===== src/rtl/wip_pkg.sv =====
// Package: shared types for the write-in-progress status readback block.
// Assumes: one clock domain, all strobes already synchronous to it.
package wip_pkg;

    // Read access events derived from the bus strobes.
    typedef struct packed {
        logic act;    // access condition true in this cycle
        logic start;  // access condition became true in this cycle
    } rd_evt_t;

endpackage


===== src/rtl/wip_strobe_decode.sv =====
// Module: wip_strobe_decode
// Decodes the active-low bus strobes into a read-active level and a
// one-cycle read-start event (inactive to active transition).
// Assumes: strobes are synchronous to clk and free of glitches.
module wip_strobe_decode
    import wip_pkg::*;
(
    input  logic    clk,
    input  logic    rst_n,
    input  logic    ce_n,
    input  logic    oe_n,
    input  logic    we_n,
    output rd_evt_t rd_evt
);

    logic rd_now;
    logic rd_q;

    // Read access: chip enabled, output enabled, write enable released.
    always_comb begin
        rd_now = !ce_n && !oe_n && we_n;
    end

    // Remember last cycle's access level for edge detection.
    always_ff @(posedge clk) begin
        if (!rst_n) begin
            rd_q <= 1'b0;
        end else begin
            rd_q <= rd_now;
        end
    end

    // Publish level and start event.
    always_comb begin
        rd_evt.act   = rd_now;
        rd_evt.start = rd_now && !rd_q;
    end

    // A start event never repeats in back-to-back cycles.
    p_start_single_r5: assert property (@(posedge clk) disable iff (!rst_n)
        rd_evt.start |=> !rd_evt.start);

endmodule


===== src/rtl/wip_toggle_track.sv =====
// Module: wip_toggle_track
// Keeps the toggling status bit. It reloads to 1 when a write cycle
// begins and steps once per read access start while busy. The access
// that overlaps the busy rise counts as the first one.
// Assumes: busy comes from the write engine, synchronous to clk.
module wip_toggle_track
    import wip_pkg::*;
(
    input  logic    clk,
    input  logic    rst_n,
    input  logic    busy,
    input  rd_evt_t rd_evt,
    output logic    tgl_view
);

    logic busy_q;
    logic busy_rise;
    logic tgl;
    logic tgl_n;
    logic fresh;
    logic fresh_n;

    // Detect the start of a new internal write cycle.
    always_comb begin
        busy_rise = busy && !busy_q;
    end

    // Next toggle and first-read flag values.
    always_comb begin
        tgl_n   = tgl;
        fresh_n = fresh;
        if (busy_rise) begin
            tgl_n   = 1'b1;
            fresh_n = !rd_evt.act;
        end else if (busy && rd_evt.start) begin
            if (fresh) begin
                fresh_n = 1'b0;
            end else begin
                tgl_n = !tgl;
            end
        end
    end

    // State registers for busy history, toggle bit and first-read flag.
    always_ff @(posedge clk) begin
        if (!rst_n) begin
            busy_q <= 1'b0;
            tgl    <= 1'b1;
            fresh  <= 1'b1;
        end else begin
            busy_q <= busy;
            tgl    <= tgl_n;
            fresh  <= fresh_n;
        end
    end

    // Value shown by the output stage in this cycle.
    always_comb begin
        tgl_view = tgl_n;
    end

    // A new write cycle always leaves the toggle at 1.
    p_reload_one_r4: assert property (@(posedge clk) disable iff (!rst_n)
        (busy && !busy_q) |=> tgl);

    // Without a busy rise or a busy access start, the toggle stays put.
    p_toggle_hold_r8: assert property (@(posedge clk) disable iff (!rst_n)
        (!(busy && !busy_q) && !(busy && rd_evt.start)) |=> $stable(tgl));

endmodule


===== src/rtl/wip_status_mux.sv =====
// Module: wip_status_mux
// Output stage. It registers either the status byte (while busy) or the
// array data (while idle), and zeros outside a read access.
// Assumes: POLL_BIT and TGL_BIT are distinct and inside DATA_W.
module wip_status_mux
    import wip_pkg::*;
#(
    parameter int   DATA_W   = 8,
    parameter int   POLL_BIT = DATA_W - 1,
    parameter int   TGL_BIT  = DATA_W - 2,
    parameter logic FILL     = 1'b0
) (
    input  logic              clk,
    input  logic              rst_n,
    input  logic              busy,
    input  logic [DATA_W-1:0] last_byte,
    input  logic [DATA_W-1:0] arr_data,
    input  rd_evt_t           rd_evt,
    input  logic              tgl_view,
    output logic [DATA_W-1:0] dq,
    output logic              dq_en
);

    logic [DATA_W-1:0] status;

    // Build the status byte bit by bit.
    for (genvar b = 0; b < DATA_W; b++) begin : g_stat
        if (b == POLL_BIT) begin : g_poll
            assign status[b] = !last_byte[b];
        end else if (b == TGL_BIT) begin : g_tgl
            assign status[b] = tgl_view;
        end else begin : g_fill
            assign status[b] = FILL;
        end
    end

    // Register the bus value and its drive enable.
    always_ff @(posedge clk) begin
        if (!rst_n) begin
            dq    <= '0;
            dq_en <= 1'b0;
        end else begin
            dq_en <= rd_evt.act;
            if (!rd_evt.act) begin
                dq <= '0;
            end else if (busy) begin
                dq <= status;
            end else begin
                dq <= arr_data;
            end
        end
    end

    p_drive_follows_r2: assert property (@(posedge clk) disable iff (!rst_n)
        rd_evt.act |=> dq_en);

    p_poll_inverts_r3: assert property (@(posedge clk) disable iff (!rst_n)
        (rd_evt.act && busy) |=> (dq[POLL_BIT] == !$past(last_byte[POLL_BIT])));

    p_array_pass_r7: assert property (@(posedge clk) disable iff (!rst_n)
        (rd_evt.act && !busy) |=> (dq == $past(arr_data)));

    p_quiet_bus_r10: assert property (@(posedge clk) disable iff (!rst_n)
        !dq_en |-> (dq == '0));

endmodule


===== src/rtl/wip_status_readback.sv =====
// Module: wip_status_readback (top)
// Substitutes a completion status byte for array data on reads while an
// internal write cycle runs: an inverted copy of the last loaded top bit
// and a bit that flips per read access.
// Assumes: the write engine supplies busy and last_byte; all inputs are
// synchronous to clk.
module wip_status_readback
    import wip_pkg::*;
#(
    parameter int DATA_W = 8
) (
    input  logic              clk,
    input  logic              rst_n,
    input  logic              wr_busy,
    input  logic [DATA_W-1:0] last_byte,
    input  logic [DATA_W-1:0] arr_data,
    input  logic              ce_n,
    input  logic              oe_n,
    input  logic              we_n,
    output logic [DATA_W-1:0] dq_out,
    output logic              dq_drive
);

    localparam int POLL_BIT = DATA_W - 1;
    localparam int TGL_BIT  = DATA_W - 2;

    rd_evt_t rd_evt;
    logic    tgl_view;

    wip_strobe_decode u_dec (
        .clk    (clk),
        .rst_n  (rst_n),
        .ce_n   (ce_n),
        .oe_n   (oe_n),
        .we_n   (we_n),
        .rd_evt (rd_evt)
    );

    wip_toggle_track u_tgl (
        .clk      (clk),
        .rst_n    (rst_n),
        .busy     (wr_busy),
        .rd_evt   (rd_evt),
        .tgl_view (tgl_view)
    );

    wip_status_mux #(
        .DATA_W   (DATA_W),
        .POLL_BIT (POLL_BIT),
        .TGL_BIT  (TGL_BIT),
        .FILL     (1'b0)
    ) u_mux (
        .clk       (clk),
        .rst_n     (rst_n),
        .busy      (wr_busy),
        .last_byte (last_byte),
        .arr_data  (arr_data),
        .rd_evt    (rd_evt),
        .tgl_view  (tgl_view),
        .dq        (dq_out),
        .dq_en     (dq_drive)
    );

    // Busy reads keep the filler bits at zero.
    p_fill_zero_r6: assert property (@(posedge clk) disable iff (!rst_n)
        (!ce_n && !oe_n && we_n && wr_busy) |=> (dq_out[TGL_BIT-1:0] == '0));

endmodule


===== config.mk =====
export PLATFORM = sky130hd
export DESIGN_NAME = wip_status_readback
export DESIGN_NICKNAME = d
export VERILOG_FILES = /design/src/rtl/wip_pkg.sv /design/src/rtl/wip_strobe_decode.sv /design/src/rtl/wip_toggle_track.sv /design/src/rtl/wip_status_mux.sv /design/src/rtl/wip_status_readback.sv
export SDC_FILE = /design/constraint.sdc
export NUM_CORES = 1
export LEC_CHECK = 0
export CAP_MARGIN = 10
export CORE_AREA = 3 3 40 42
export CTS_BUF_LIST = sky130_fd_sc_hd__clkbuf_8 sky130_fd_sc_hd__clkbuf_16
export DETAILED_ROUTE_END_ITERATION = 10
export DIE_AREA = 0 0 43 45
export DONT_BUFFER_PORTS = 1
export PLACE_DENSITY = 0.4
export SYNTH_ARGS = -nofsm -noshare
export SYNTH_HDL_FRONTEND = slang
export SYNTH_SLANG_ARGS = --single-unit

===== constraint.sdc =====
create_clock -name clk -period 1.1 [get_ports clk]
set_input_delay 0.11 -clock clk [delete_from_list [all_inputs] [get_ports clk]]
set_output_delay 0.11 -clock clk [all_outputs]
set_load 0.02 [all_outputs]

# Yosys cells after proc, flatten, opt, wreduce, memory -nomap -nowiden

Cells that the tools add are included.

Flip-flop bits (word level): 12
Input bits: 22
Output and inout port bits: 9
Word-level logic and storage cells: 29

Bitwise logic cells: 2
Reductions and logical operators: 15
Multiplexer cells: 6

Operator list:

| operator            | count |
|---|---|
| two-way mux 8 bit   | 1 |
| logical NOT 1 bit   | 7 |
| logical AND 1 bit   | 5 |
| two-way mux 1 bit   | 5 |
| OR reduction 3 bit  | 1 |
| inverter 1 bit      | 2 |
| AND reduction 2 bit | 1 |
| nonzero test 2 bit  | 1 |

# Logic depth before layout (Yosys ltp)

Gate-level depths: netlist of the first run.

Depth after elaboration: 8
Mapped depth: 4
Depth with buffers taken out: 4

# By module

Synthesis of the first run repeated with hierarchy kept, for this count alone.

Cells, all modules: 42
Area total of the unflattened synthesis: 469.2 sq um

Modules (own cells, without submodules):

| module            | times used | cells each | area an instance (sq um) | seq. area each (sq um) |
|---|---|---|---|---|
| wip_status_mux    | 1          | 23         | 266.5                    | 180.2 |
| wip_toggle_track  | 1          | 14         | 140.1                    | 60.1 |
| wip_strobe_decode | 1          | 5          | 62.6                     | 20.0 |

# Worst setup path before layout of the first run

OpenSTA, ideal clock, no wires.

Path kind: register -> register
From: reg, netlist name u_mux.dq_en
To: reg u_mux.dq[6]
Setup time: 88 ps
Path buffers: 0
Path slack: 56 ps
Cell stages (with the launch flop): 5
Required time: 1,012 ps
Arrival time: 955 ps
Clock period less this slack: 1,044 ps
Path through: dfxtp_1 nor2_1 nand3_1 xor2_1 a311oi_2

RTL lines:

| what                   | RTL line             | source |
|---|---|---|
| end signal: assignment | wip_status_mux.sv:47 | `dq <= status;` |
| end signal: assignment | wip_status_mux.sv:49 | `dq <= arr_data;` |
| end: declaration       | wip_status_mux.sv:20 | `output logic [DATA_W-1:0] dq,` |

# Worst setup path in the final report of the first run

From: reg u_tgl.fresh
To: reg u_mux.dq[6]

Cells in the longest elaborated chain, start to end: 4

RTL lines:

| what                     | RTL line               | source |
|---|---|---|
| start: declaration       | wip_toggle_track.sv:20 | `logic fresh;` |
| start signal: assignment | wip_toggle_track.sv:53 | `fresh <= fresh_n;` |
| two-way mux 1 bit        | wip_toggle_track.sv:36 | `if (fresh) begin` |
| two-way mux 1 bit        | wip_toggle_track.sv:35 | `end else if (busy && rd_evt.start) begin` |
| two-way mux 1 bit        | wip_toggle_track.sv:32 | `if (busy_rise) begin` |
| two-way mux 8 bit        | wip_status_mux.sv:46   | `end else if (busy) begin` |

Every way passes these cells.
A chain may end at the register's enable or synchronous reset.

==> run metrics, run 1 <==
vias in the first global route=293; switch share=a little under a fifth; most frequent cells in the layout=dfxtp_1, dlygate4sd3_1, and2_1; total routed wirelength=743 um; Critical Path End Type=register; antenna-violating nets left=0; DIE HEIGHT=45 um; clk sinks=12; TritonRoute pass-1 iters=4; antenna violations before repair=0; H-tree levels=1; Detailed Route Iter0 Violations=10; grt total ovfl=0; most common cell after layout, fill and taps aside=dfxtp_1; Leak=approximately 0.00024 uW; crit-path max FO=2; fillers=133; CP delay by family, top=flip-flops; hold path cells=1; Max Freq=between 900 and 1000 MHz; Hold Path Class=in -> reg; Worst slew margin=just over 80%; Tot GR Track Use=roughly 8.7%; hold_sp=rst_n; multi-input logic area=145 um^2; clk slew on worst S/H paths=50 ps; Yosys cell types=15; Reg area=approximately 240 um^2; CORE AREA=between 1000 and 1500 um^2; Tightest Pin Transition=around 290 ps; Fin Setup TNS=0 ps; post-CTS resize count=0; R2R depth=4; Crit Path Class=reg -> reg; total CTS buffers=3; CP required=between 1000 and 1500 ps; min cycle time layout=between 1000 and 1500 ps; layout overhead on the synthesized area=41.2%; count of pins over their slew limit=0; Residual DRC=0; crit-path max cell delay=300 ps; setup slack, reg-to-reg=100 ps; Seq cells post-synth=12; clk root buf=clkbuf_8; clock skew=a little over 0.9 ps; RePlAce Congestion=between 0.6 and 0.7; worst hold endpoint=u_tgl.busy_q$_SDFF_PN0_; sequential area share after synthesis=between 60% and 70%; # rows=13; routed via count=297; CTS Buffer Depth=2; initial core utilization=31.0%; final core utilization=between 40% and 50%; part of the power in combinational logic=around 4.8%; # setup viols final=0; Mean Syn Cell Area=10.5 um^2; Wirelength per Cell=approximately 11 um; Cell Pwr Density=around 1700 nW/um^2; ant diodes=0; Port-buffer cells=0; post-DP HPWL=545 um; Tcrit/Tclk final=91.2%; r2r startpoint=u_tgl.fresh$_SDFFE_PN1P_; Synth Cell Area=a little under 400 um^2; final net count=74; CP bufs+invs=0; YS warnings=0; Worst-Skew Late Latency=230 ps; total power=just under 1000 uW; post-CTS setup buffers=0; # IOs=31; first-pass GRT wire length=around 1.2 mm; Die X=43 um; worst vdd ir=0.825 mV; Flop pwr share=between 40% and 50%; final hold vios=0; sequence of cells on the critical path=nor2_1 > nand3_1 > xor2_1 > a311oi_2; largest net degree at the start of global routing=8; Clk pwr share=between 40% and 50%; Post-Syn Instances=38; max-cap check violation count=0; Int Pwr=slightly below 800 uW; CTS tree=done; die area=roughly 1900 um^2; Post-Syn Nets=60; CP Data Arrival Time=1150 ps; Net Switching=around 180 uW; Worst setup SP type=register; vias per cell=approximately 4.5; status=complete, no violations; Area after DPL=~430 um^2; share of cells above drive strength 1=approximately 16%; CP max stage cell=dfxtp_1; Final Cell Area=between 500 and 600 um^2; FF-to-FF End=u_mux.dq[6]$_SDFF_PN0_; RSZ-0062 raised after global routing=no
-- routing by layer --
metal | track usage (%) | routed length (um)
met2 | 12.6 | 335
met1 | 9.80 | 314
met3 | 5.18 | 94
met5 | 0 | 0
met4 | 5.42 | 0
-- through the flow --
step | setup WS (ps) | hold WS, ps | instances
floorplan | 56.5 | 182 | 38
global placement | 115 | 185 | 54
detailed placement | 100 | 195 | 54
CTS | 90.7 | 2.08 | 65
global route | 33.4 | 24.9 | 66
finish | 96.7 | 16.5 | 66
-- kinds of logic after synthesis --
logic type	Yosys count	synth area share [%]
AO/OA/AOI/OAI	3	6.29
XOR/XNOR	1	2.20
buffers and inverters	3	3.14
flip-flops	12	60.4
multiplexers	1	2.52
AND/OR/NAND/NOR	18	25.5
-- what timing repair did --
action	CTS	global route
setup endpoints to repair	0	0
endpoints found under the hold margin	9	1
hold buffers	7	1
-- sequential cells by signal (all words and copies together) (netlist names) --
name and count:
u_tgl.tgl 1, u_mux.dq 8, u_tgl.fresh 1, u_mux.dq_en 1, u_tgl.busy_q 1
-- power groups by stage --
| stage | Clock [uW] | Combinational (uW) | Sequential (uW) |
|---|---|---|---|
| finish | 470 | 46.7 | 451 |
| global route | 496 | 52.0 | 452 |
| CTS | 481 | 44.1 | 451 |
| detailed placement | 0 | 23.7 | 461 |
| global placement | 0 | 22.9 | 461 |
| floorplan | 0 | 21.3 | 461 |
-- Yosys cell counts (all sizes together) --
cell type / count / area share (%)
dfxtp: 12 / 60
and2: 7 / 11
nor2: 4 / 3.8
inv: 2 / 1.9
nand2: 2 / 1.9
nand3: 2 / 2.5
a21oi: 1 / 1.3
a311oi: 1 / 3.8
buf: 1 / 1.3
mux2i: 1 / 2.5
nand2b: 1 / 1.6
nor2b: 1 / 1.6
nor3b: 1 / 3.1
o21ai: 1 / 1.3
xor2: 1 / 2.2
-- worst register-to-register path, stage by stage, from the launching register on --
cell      delay, ps
dfxtp_1         300
nor2_1           90
nand3_1          90
xor2_1          180
a311oi_2        260
-- worst max-delay path by stage --
stage | slack, ps | cells past startpoint | endpoint | from
finish | 100 | 4 | u_mux.dq[6]$_SDFF_PN0_ | u_tgl.fresh$_SDFFE_PN1P_
global route | 30 | 4 | u_mux.dq[6]$_SDFF_PN0_ | u_tgl.fresh$_SDFFE_PN1P_
CTS | 90 | 4 | u_mux.dq[6]$_SDFF_PN0_ | u_tgl.fresh$_SDFFE_PN1P_
detailed placement | 100 | 4 | u_mux.dq[6]$_SDFF_PN0_ | oe_n
global placement | 110 | 4 | u_mux.dq[6]$_SDFF_PN0_ | u_tgl.fresh$_SDFFE_PN1P_
floorplan | 60 | 4 | u_mux.dq[6]$_SDFF_PN0_ | u_mux.dq_en$_SDFF_PN0_
-- final cells by class --
type                    instances  area share, %
inverters                       2           1.34
clock buffers                   4           9.80
repair buffers                 10           16.9
flip-flops and latches         12           42.8
well taps                      15           3.34
multi-input cells              23           25.8
No activity file was read; power rests on OpenSTA's default activity.
==> run 2, diff against run 1 <==
Settings changed: REMOVE_ABC_BUFFERS set to 1.
==> run 2 against run 1 <==
- core utilization down 1.9 points
- sequential power about the same
- routed wire length is 0.13% higher
- cell count is 3.0% lower
- critical path depth did not move
- clock-buffer cell count decreased by 1
- via count down 1.7%
- register-to-register slack hardly changed
- clock skew hardly changed
- die area stayed put
- flip-flop and latch count unchanged
==> run metrics, run 2 (same netlist as run 1, synthesis figures left out) <==
Hold Path Class=in -> reg; clk slew on worst S/H paths=50 ps (about the same); # IOs=31 (unchanged); Crit Path Class=reg -> reg; Int Pwr=712 uW (-9.8%); Tot GR Track Use=8.10% (-0.61 points); die area=1940 um^2 (unchanged); clk sinks=12 (unchanged); post-CTS setup buffers=0 (unchanged); ant diodes=0 (unchanged); min cycle time layout=1010 ps (+1.95 ps); worst hold endpoint=u_tgl.busy_q$_SDFF_PN0_; Net Switching=163 uW (-8.3%); part of the power in combinational logic=5.0% (+0.2 points); r2r startpoint=u_tgl.fresh$_SDFFE_PN1P_; Critical Path End Type=register; Die X=43 um (unchanged); max reg flops=8 (unchanged); total power=875 uW (-9.6%); layout overhead on the synthesized area=35.2%; Inst Count DP=54 (unchanged); hold buffers post-CTS=5 (-2); R2R depth=4 (unchanged); # setup viols final=0 (unchanged); sequence of cells on the critical path=nor2_1 > nand3_1 > xor2_1 > a311oi_2; final non-filler cell total=64 (-3.0%); total routed wirelength=744 um (+0.13%); total CTS buffers=3 (unchanged); crit-path max FO=2 (unchanged); status=complete, no violations; hold path cells=1 (unchanged); Worst slew margin=81.5% (+0.78 points); Worst-Skew Late Latency=230 ps (about the same); share of cells above drive strength 1=14.3% (-1.4 points); Reg with most FFs=u_mux.dq; Port-buffer cells=0 (unchanged); hold_sp=rst_n; Detailed Route Iter0 Violations=3 (-7); antenna violations before repair=0 (unchanged); CP Data Arrival Time=1150 ps (about the same); Flop pwr share=51.6% (+5.0 points); initial core utilization=31.0% (unchanged); TritonRoute pass-1 iters=2 (-2); Tcrit/Tclk final=91.4% (+0.18 points); routed via count=292 (-1.7%); CTS tree=done; CTS Buffer Depth=2 (unchanged); # rows=13 (unchanged); Cell Pwr Density=1630 nW/um^2 (-5.6%); H-tree levels=1 (unchanged); worst vdd ir=0.631 mV (-24%); vias per cell=4.56 (+1.4%); CP required=1250 ps (about the same); grt total ovfl=0 (unchanged); CORE AREA=1280 um^2 (unchanged); setup slack, reg-to-reg=90 ps (about the same); antenna-violating nets left=0 (unchanged); FF-to-FF End=u_mux.dq[6]$_SDFF_PN0_; Clk pwr share=43.3% (-5.2 points); most frequent cells in the layout=dfxtp_1, and2_1, dlygate4sd3_1; Final Cell Area=538 um^2 (-4.2%); RSZ-0062 raised after global routing=no; post-CTS resize count=0 (unchanged); final core utilization=41.9% (-1.9 points); first-pass GRT wire length=1.13 mm (-3.0%); vias in the first global route=272 (-7.2%); RePlAce Congestion=0.749 (+7.4%); Max Freq=995 MHz (-0.19%); largest net degree at the start of global routing=8 (unchanged); crit-path max cell delay=300 ps (about the same); Area after DPL=427 um^2 (unchanged); final net count=73 (-1.4%); clock skew=0.575 ps (-0.350 ps); most common cell after layout, fill and taps aside=dfxtp_1; switch share=18.6% (+0.26 points); Residual DRC=0 (unchanged); max-cap check violation count=0 (unchanged); count of pins over their slew limit=0 (unchanged); CP max stage cell=dfxtp_1; post-DP HPWL=576 um (+5.8%); DIE HEIGHT=45 um (unchanged); Leak=0.000225 uW (-4.8%); Tightest Pin Transition=276 ps (-11.7 ps); Wirelength per Cell=11.6 um (+3.3%); final hold vios=0 (unchanged); Fin Setup TNS=0 ps (unchanged); clk root buf=clkbuf_8; Worst setup SP type=register
==> run 2: cell count changes in the layout (fill, tap and decap cells not counted), sizes merged <==
cell         before  now
dlygate4sd3       8    7
clkbuf            4    3
==> run 2: worst max path at each step <==
stage | start | end | slack, ps | cells past startpoint
global placement | u_tgl.fresh$_SDFFE_PN1P_ | u_mux.dq[6]$_SDFF_PN0_ | 110 | 4
CTS | u_tgl.fresh$_SDFFE_PN1P_ | u_mux.dq[6]$_SDFF_PN0_ | 80 | 4
global route | u_tgl.fresh$_SDFFE_PN1P_ | u_mux.dq[6]$_SDFF_PN0_ | 20 | 4
detailed placement | oe_n | u_mux.dq[6]$_SDFF_PN0_ | 90 | 4
finish | u_tgl.fresh$_SDFFE_PN1P_ | u_mux.dq[6]$_SDFF_PN0_ | 90 | 4
floorplan | u_mux.dq_en$_SDFF_PN0_ | u_mux.dq[6]$_SDFF_PN0_ | 60 | 4
==> run 2: layout make-up <==
class,instances,area [um^2]
fill,132,747
inverter,2,7.51
sequential,12,240
tap,15,18.8
multi-input combinational,23,145
clock buffer,3,41.3
timing repair buffer,9,85.1
==> run 2: critical path: cells and delay by family, from the launching register on <==
kind                      cells  cell delay, ps
DFF                           1             300
AOI/OAI and AO/OA             1             260
and+or+nand+nor               2             180
xor gates and xnor gates      1             170
==> run 2: stage by stage <==
step / worst slack [ps] / hold WS, ps
after CTS: 81.4 / 0.0487
after global placement: 115 / 185
after global routing: 24.7 / 5.19
after detailed placement: 89.2 / 202
after floorplan: 56.5 / 182
final: 94.7 / 5.16
==> run 2: routing by layer <==
metal / global-route usage, % / share of wire [%] / wire (um)
met5: 0 / 0 / 0
met4: 3.61 / 0 / 0
met3: 4.78 / 11 / 85
met2: 12.3 / 46 / 341
met1: 9.25 / 43 / 317
==> run 2: power groups by stage <==
stage / clock network, uW / logic (uW) / registers [uW]
floorplan: 0 / 16.8 / 461
global placement: 0 / 22.9 / 461
detailed placement: 0 / 23.7 / 461
CTS: 394 / 39.0 / 452
global route: 415 / 48.6 / 452
finish: 379 / 43.9 / 452
